**config.mk**
```make
export PLATFORM = sky130hd
export DESIGN_NAME = dma_irq_status_regs
export DESIGN_NICKNAME = d
export VERILOG_FILES = /design/src/rtl/dis_pkg.sv /design/src/rtl/dis_addr_decode.sv /design/src/rtl/dis_w1c_bank.sv /design/src/rtl/dis_ctrl_regs.sv /design/src/rtl/dis_read_mux.sv /design/src/rtl/dma_irq_status_regs.sv
export SDC_FILE = /design/constraint.sdc
export NUM_CORES = 1
export LEC_CHECK = 0
export BUFFER_PORTS_ARGS = -buffer_cell sky130_fd_sc_hd__buf_2
export CAP_MARGIN = 0
export CORE_MARGIN = 2
export CORE_UTILIZATION = 50
export DETAILED_ROUTE_END_ITERATION = 8
export GPL_TIMING_DRIVEN = 0
export PLACE_DENSITY_LB_ADDON = 0.2
export SYNTH_ARGS = -nofsm -noshare
export SYNTH_HDL_FRONTEND = slang
export SYNTH_SLANG_ARGS = --single-unit
```
**constraint.sdc**
```tcl
create_clock -name clk -period 1.5 [get_ports clk]
set_clock_uncertainty 0.2 [all_clocks]
set_input_delay 0 -clock clk [delete_from_list [all_inputs] [get_ports clk]]
set_output_delay 0 -clock clk [all_outputs]
set_load 0.02 [all_outputs]
```
**src/rtl/dis_pkg.sv**
```systemverilog
package dis_pkg;
  localparam int REG_COUNT = 8;
  localparam int IDX_W     = 3;
  localparam int ERR_KINDS = 4;

  // Word index of each register; byte offset is index * 4.
  typedef enum logic [IDX_W-1:0] {
    RI_CTRL     = 3'd0,
    RI_PEND     = 3'd1,
    RI_MASK     = 3'd2,
    RI_BURST_TO = 3'd3,
    RI_REQ_TO   = 3'd4,
    RI_XFER_ERR = 3'd5,
    RI_BUF_OVF  = 3'd6,
    RI_BTO_CTL  = 3'd7
  } reg_idx_e;

  // Fault register slots, in the order of their word indices.
  localparam int FK_BURST_TO = 0;
  localparam int FK_REQ_TO   = 1;
  localparam int FK_XFER_ERR = 2;
  localparam int FK_BUF_OVF  = 3;

  localparam int CTRL_EN_BIT   = 0;
  localparam int CTRL_SRST_BIT = 1;
endpackage

```
**src/rtl/dis_addr_decode.sv**
```systemverilog
module dis_addr_decode
  import dis_pkg::*;
#(
  parameter int ADDR_W = 5
) (
  input  logic                 bus_wr,
  input  logic [ADDR_W-1:0]    bus_addr,
  output logic                 hit,
  output reg_idx_e             idx,
  output logic [REG_COUNT-1:0] wr_sel
);
  localparam int IDX_LSB = 2;
  localparam int IDX_MSB = IDX_LSB + IDX_W - 1;

  logic upper_zero;

  generate
    if (ADDR_W > IDX_MSB + 1) begin : g_hi
      assign upper_zero = (bus_addr[ADDR_W-1:IDX_MSB+1] == '0);
    end else begin : g_nohi
      assign upper_zero = 1'b1;
    end
  endgenerate

  assign hit = upper_zero && (bus_addr[IDX_LSB-1:0] == '0);
  assign idx = reg_idx_e'(bus_addr[IDX_MSB:IDX_LSB]);

  always_comb begin
    wr_sel = '0;
    if (bus_wr && hit) wr_sel[idx] = 1'b1;
  end
endmodule

```
**src/rtl/dis_w1c_bank.sv**
```systemverilog
module dis_w1c_bank #(
  parameter int CH = 16
) (
  input  logic          clk,
  input  logic          rst_n,
  input  logic          srst,
  input  logic [CH-1:0] set,
  input  logic          clr_en,
  input  logic [CH-1:0] clr_bits,
  output logic [CH-1:0] q
);
  // Priority per bit: soft reset, then a strobe, then a write-1 clear.
  always_ff @(posedge clk or negedge rst_n) begin
    if (!rst_n) begin
      q <= '0;
    end else begin
      for (int i = 0; i < CH; i++) begin
        if (srst)                     q[i] <= 1'b0;
        else if (set[i])              q[i] <= 1'b1;
        else if (clr_en && clr_bits[i]) q[i] <= 1'b0;
      end
    end
  end
endmodule

```
**src/rtl/dis_ctrl_regs.sv**
```systemverilog
module dis_ctrl_regs
  import dis_pkg::*;
#(
  parameter int CH    = 16,
  parameter int CNT_W = 15
) (
  input  logic             clk,
  input  logic             rst_n,
  input  logic             wr_ctrl,
  input  logic             wr_mask,
  input  logic             wr_bto,
  input  logic [1:0]       ctrl_wdata,
  input  logic [CH-1:0]    mask_wdata,
  input  logic [CNT_W:0]   bto_wdata,
  output logic             srst_req,
  output logic             srst_q,
  output logic             en_q,
  output logic [CH-1:0]    mask_q,
  output logic             bto_en_q,
  output logic [CNT_W-1:0] bto_cnt_q
);
  assign srst_req = wr_ctrl && ctrl_wdata[CTRL_SRST_BIT];

  always_ff @(posedge clk or negedge rst_n) begin
    if (!rst_n) begin
      srst_q    <= 1'b0;
      en_q      <= 1'b0;
      mask_q    <= '1;
      bto_en_q  <= 1'b0;
      bto_cnt_q <= '0;
    end else if (srst_req) begin
      srst_q    <= 1'b1;
      en_q      <= 1'b0;
      mask_q    <= '1;
      bto_en_q  <= 1'b0;
      bto_cnt_q <= '0;
    end else begin
      srst_q <= 1'b0;
      if (wr_ctrl) en_q <= ctrl_wdata[CTRL_EN_BIT];
      if (wr_mask) mask_q <= mask_wdata;
      if (wr_bto) begin
        bto_en_q  <= bto_wdata[CNT_W];
        bto_cnt_q <= bto_wdata[CNT_W-1:0];
      end
    end
  end
endmodule

```
**src/rtl/dis_read_mux.sv**
```systemverilog
module dis_read_mux
  import dis_pkg::*;
#(
  parameter int CH     = 16,
  parameter int CNT_W  = 15,
  parameter int DATA_W = 16
) (
  input  logic                          hit,
  input  reg_idx_e                      idx,
  input  logic                          srst_q,
  input  logic                          en_q,
  input  logic [CH-1:0]                 pend_q,
  input  logic [CH-1:0]                 mask_q,
  input  logic [ERR_KINDS-1:0][CH-1:0]  err_q,
  input  logic                          bto_en_q,
  input  logic [CNT_W-1:0]              bto_cnt_q,
  output logic [DATA_W-1:0]             rdata
);
  always_comb begin
    rdata = '0;
    if (hit) begin
      unique case (idx)
        RI_CTRL:     rdata = DATA_W'({srst_q, en_q});
        RI_PEND:     rdata = DATA_W'(pend_q);
        RI_MASK:     rdata = DATA_W'(mask_q);
        RI_BURST_TO: rdata = DATA_W'(err_q[FK_BURST_TO]);
        RI_REQ_TO:   rdata = DATA_W'(err_q[FK_REQ_TO]);
        RI_XFER_ERR: rdata = DATA_W'(err_q[FK_XFER_ERR]);
        RI_BUF_OVF:  rdata = DATA_W'(err_q[FK_BUF_OVF]);
        RI_BTO_CTL:  rdata = DATA_W'({bto_en_q, bto_cnt_q});
        default:     rdata = '0;
      endcase
    end
  end
endmodule

```
**src/rtl/dma_irq_status_regs.sv**
```systemverilog
module dma_irq_status_regs
  import dis_pkg::*;
#(
  parameter int CH     = 16,
  parameter int CNT_W  = 15,
  parameter int DATA_W = 16,
  parameter int ADDR_W = 5
) (
  input  logic              clk,
  input  logic              rst_n,
  input  logic              bus_wr,
  input  logic [ADDR_W-1:0] bus_addr,
  input  logic [DATA_W-1:0] bus_wdata,
  output logic [DATA_W-1:0] bus_rdata,
  input  logic [CH-1:0]     ev_done,
  input  logic [CH-1:0]     ev_burst_to,
  input  logic [CH-1:0]     ev_req_to,
  input  logic [CH-1:0]     ev_xfer_err,
  input  logic [CH-1:0]     ev_buf_ovf,
  output logic              irq_o,
  output logic              err_irq_o,
  output logic              core_en_o,
  output logic              soft_rst_o,
  output logic              bto_en_o,
  output logic [CNT_W-1:0]  bto_limit_o
);
  logic                         hit;
  reg_idx_e                     idx;
  logic [REG_COUNT-1:0]         wr_sel;
  logic                         srst_req;
  logic                         srst_q;
  logic                         en_q;
  logic [CH-1:0]                mask_q;
  logic [CH-1:0]                pend_q;
  logic [CH-1:0]                pend_set;
  logic [ERR_KINDS-1:0][CH-1:0] err_ev;
  logic [ERR_KINDS-1:0][CH-1:0] err_q;
  logic                         bto_en_q;
  logic [CNT_W-1:0]             bto_cnt_q;

  dis_addr_decode #(.ADDR_W(ADDR_W)) u_dec (
    .bus_wr  (bus_wr),
    .bus_addr(bus_addr),
    .hit     (hit),
    .idx     (idx),
    .wr_sel  (wr_sel)
  );

  dis_ctrl_regs #(.CH(CH), .CNT_W(CNT_W)) u_ctrl (
    .clk       (clk),
    .rst_n     (rst_n),
    .wr_ctrl   (wr_sel[RI_CTRL]),
    .wr_mask   (wr_sel[RI_MASK]),
    .wr_bto    (wr_sel[RI_BTO_CTL]),
    .ctrl_wdata(bus_wdata[1:0]),
    .mask_wdata(bus_wdata[CH-1:0]),
    .bto_wdata (bus_wdata[CNT_W:0]),
    .srst_req  (srst_req),
    .srst_q    (srst_q),
    .en_q      (en_q),
    .mask_q    (mask_q),
    .bto_en_q  (bto_en_q),
    .bto_cnt_q (bto_cnt_q)
  );

  assign err_ev[FK_BURST_TO] = ev_burst_to;
  assign err_ev[FK_REQ_TO]   = ev_req_to;
  assign err_ev[FK_XFER_ERR] = ev_xfer_err;
  assign err_ev[FK_BUF_OVF]  = ev_buf_ovf;

  // A fault on a channel marks it pending as well.
  always_comb begin
    pend_set = ev_done;
    for (int k = 0; k < ERR_KINDS; k++) pend_set = pend_set | err_ev[k];
  end

  dis_w1c_bank #(.CH(CH)) u_pend (
    .clk     (clk),
    .rst_n   (rst_n),
    .srst    (srst_req),
    .set     (pend_set),
    .clr_en  (wr_sel[RI_PEND]),
    .clr_bits(bus_wdata[CH-1:0]),
    .q       (pend_q)
  );

  generate
    for (genvar k = 0; k < ERR_KINDS; k++) begin : g_err
      dis_w1c_bank #(.CH(CH)) u_bank (
        .clk     (clk),
        .rst_n   (rst_n),
        .srst    (srst_req),
        .set     (err_ev[k]),
        .clr_en  (wr_sel[int'(RI_BURST_TO) + k]),
        .clr_bits(bus_wdata[CH-1:0]),
        .q       (err_q[k])
      );
    end
  endgenerate

  dis_read_mux #(.CH(CH), .CNT_W(CNT_W), .DATA_W(DATA_W)) u_rmux (
    .hit      (hit),
    .idx      (idx),
    .srst_q   (srst_q),
    .en_q     (en_q),
    .pend_q   (pend_q),
    .mask_q   (mask_q),
    .err_q    (err_q),
    .bto_en_q (bto_en_q),
    .bto_cnt_q(bto_cnt_q),
    .rdata    (bus_rdata)
  );

  assign irq_o       = |(pend_q & ~mask_q);
  assign err_irq_o   = |err_q;
  assign core_en_o   = en_q;
  assign soft_rst_o  = srst_q;
  assign bto_en_o    = bto_en_q;
  assign bto_limit_o = bto_cnt_q;
endmodule

```
==> results.md <==
| Result | Reported | Unit |
| --- | --- | --- |
| Dominant cells by area after synthesis | dfrtp_1, nand3_1, dfstp_2 | - |
| Antenna Violating Nets Remaining | 0 | - |
| Via count | 7643 | - |
| Worst IR drop on VDD | 0.826 | mV |
| EDFF count, synth | 0 | - |
| TritonCTS clock tree | yes | - |
| Largest fanout on the critical path | 2 | - |
| Average cell area after synthesis | 9.02 | sq um |
| Endpoints failing hold | 58 | - |
| Worst flop-to-flop path endpoint | u_ctrl.mask_q[14] | - |
| Max-slew headroom | 41.7 | % |
| Dominant register cell in the synthesized netlist | dfrtp_1 | - |
| Most frequent cell after synthesis | nor2_1 | - |
| Peak clock frequency supported by timing | 0.424 | GHz |
| Initial DRC Count | 1124 | - |
| Number of buffers added by the clock tree synthesis step | 17 | - |
| Worst reg2reg setup slack | 0.30 | ns |
| Initial antenna violation count | 0 | - |
| I/O pin total | 140 | - |
| Avg WL per Cell | 24.9 | um |
| # placed instances | 1001 | - |
| Worst endpoint required time | 1.30 | ns |
| Yosys warns | 0 | - |
| Number of nets in the synthesized netlist | 800 | - |
| Pre-antenna DRT Iters | 9 | - |
| Unique cell type count in the Yosys netlist | 43 | - |
| Summed negative setup slack over all endpoints | -8.70 | ns |
| Hold buffers post-CTS | 102 | - |
| Overall fraction of global-route tracks in use | 43.3 | % |
| Clock slew seen by the registers of the worst setup and hold paths | 0.05 | ns |
| Synthesized netlist cell count | 696 | - |
| Largest net degree at the start of global routing | 59 | - |
| FF-to-FF Start | u_ctrl.mask_q[14] | - |
| Final #Nets | 1074 | - |
| Post-detailed-placement half-perimeter wirelength | 17400 | um |
| Post-route clock period utilization | 157 | % |
| Failing checks | hold timing, setup timing | - |
| Startpoint Class | flip-flop | - |
| Final critical-path required period | 2.36 | ns |
| Final estimated routing congestion in global placement | 0.965 | - |
| Non-filler instance count after layout | 1151 | - |
| Vias in the first global route | 7550 | - |
| Minimum setup slack in the final design | -0.859 | ns |
| Library cell occupying the most area in the post-synthesis netlist | dfrtp_1 | - |
| Transition time at the pin with the least slew margin | 0.874 | ns |
| Worst setup EP type | primary output | - |
| Placement Rows | 40 | - |
| Hold slack | -0.0944 | ns |
| Number of levels in the clock H-tree | 4 | - |
| Post-synthesis sequential area ratio | 45.7 | % |
| Via density per instance | 6.64 | - |
| Total congestion overflow after global routing | 0 | - |
| Total of endpoints with negative setup slack in the final report | 19 | - |
| Synth async-reset ratio | 100 | % |
| Number of sinks driven by the clock tree | 114 | - |
| Horiz. Die Dim | 116 | um |
| Class of the tightest hold or removal check | in -> async | - |
| Setup repair after global routing missed its margin | true | - |
| LEAKAGE | 3.79 | nW |
| Cell depth of the worst flop-to-flop path | 4 | - |
| Placement Setup Slack | -0.713 | ns |
| Share of the core filled with cells | 76.9 | % |
| Overall routed net length | 28700 | um |
| Layout cell share with drive strength beyond 1 | 31.0 | % |
| Syn-to-layout area delta | 48.3 | % |
| Number of storage elements in the synthesis netlist | 114 | - |
| Worst path arrival time | 2.16 | ns |
| Starting density of the core | 51.8 | % |
| Share of Yosys cell area claimed by the top area cell type | 39.1 | % |
| Root buf cell | clkbuf_16 | - |
| Bufs on Longest Clock Path | 2 | - |
| Final-report max-slew violation count | 0 | - |
| Power Density | 987 | nW/um^2 |
| Outcome | complete, but fails checks | - |
| Critical setup path kind | reg -> out | - |
| Chip height | 116 | um |
| Post-route DRC violation count | 0 | - |
| Most used standard cells in the synthesized netlist | nor2_1, dfrtp_1, nand3_1, a21oi_1, mux2i_1 | - |
| Floorplan die area | 13500 | sq um |
| Antenna diode count | 0 | - |
| Global-route wire length before repair | 42300 | um |
| Area of the core | 12100 | sq um |
| Count of buffers from port buffering | 136 | - |
| Cell area after synthesis | 6280 | sq um |
| Max cap viols | 0 | - |
| Insertion delay to the later sink of the worst-skew pair | 0.43 | ns |
area by class of cell:
type                    count  area [sq um]
plain buffers              52           348
clock buffers              27           513
clock inverters             5          25.0
fillers                   815          2800
inverters                  21          78.8
multi-input cells         507          3340
flip-flops and latches    114          2880
well taps                 168           210
repair buffers            257          1920
cells in the final DEF, fill, tap and decap left out, drive strengths merged, types with 3 or more instances in the layout:
master and n:
a31oi 11, clkinv 5, nor3b 18, buf 185, o211ai 8, dfrtp 98, o21ai 30, nand4b 4
or4 17, dfstp 16, a22o 4, nor3 10, o22ai 4, dlygate4sd3 102, inv 21, and3b 3
a21oi 52, nor4 16, nand3 96, nor2 105, nand2 30, a221oi 9, nor2b 3, a211oi 9
mux2 12, a22oi 12, a221o 8, clkbuf 49, mux2i 31, nand4 5
report_power, final:
| group | switching [W] | internal, W | leakage [nW] | total [W] |
|---|---|---|---|---|
| sequential | 0.000262 | 0.00340 | 1.11 | 0.00367 |
| clock | 0.00142 | 0.00231 | 0.271 | 0.00373 |
| combinational | 0.00101 | 0.000780 | 2.41 | 0.00179 |
worst max-delay path, stage by stage (launching register included):
cell,delay [ns]
dfrtp_1,0.39
nor4_2,0.38
nand4_1,0.22
or4_4,0.59
buf_6,0.15
worst max-delay path by stage:
stage | from | end | cells after the start
2_1_floorplan | u_ctrl.bto_cnt_q[1] | bus_rdata[1] | 4
3_3_place_gp | rst_n | u_ctrl.bto_cnt_q[0] | 1
3_5_place_dp | bus_addr[3] | bus_rdata[15] | 7
4_1_cts | g_err[0].u_bank.q[0] | err_irq_o | 4
5_1_grt | g_err[1].u_bank.q[0] | err_irq_o | 4
6_report | g_err[1].u_bank.q[1] | err_irq_o | 4
through the flow:
| step | total power [W] | area, sq um | hold WS (ns) |
|---|---|---|---|
| floorplan | 0.00434 | 6340 | -0.496 |
| global placement | 0.00497 | 7230 | 0.0246 |
| detailed placement | 0.00502 | 7260 | -0.192 |
| CTS | 0.00899 | 9090 | -0.0552 |
| global route | 0.00941 | 9310 | -0.0407 |
| finish | 0.00919 | 9310 | -0.0944 |
logic make-up after synthesis:
family                 synth area share, %
flip-flops                            45.7
buffers and inverters                 6.46
AND/OR/NAND/NOR                       25.3
AO/OA/AOI/OAI                         15.1
multiplexers                          7.45
repair_timing:
| action | CTS | global route |
|---|---|---|
| hold endpoints to repair | 216 | 30 |
| gates resized for setup | 51 | 47 |
| setup buffers | 9 | 9 |
| pin swaps | 24 | 19 |
| endpoints found under the setup margin | 114 | 56 |
flip-flops by register name, indices dropped and copies added, names as in the netlist:
signal and count:
u_ctrl.srst_q 1, g_err.u_bank.q 64, u_ctrl.bto_en_q 1, u_pend.q 16, u_ctrl.mask_q 16, u_ctrl.bto_cnt_q 15
u_ctrl.en_q 1
routing by layer:
metal  part of all wire, %  GRT usage [%]  up-vias
met5                     0              0        -
met4                   6.9           26.2        0
met3                    13           16.3      192
met2                    45           65.9      693
met1                    35           52.4     3649
li1                      -              -     3109
Power figures use the tool's default switching activity.
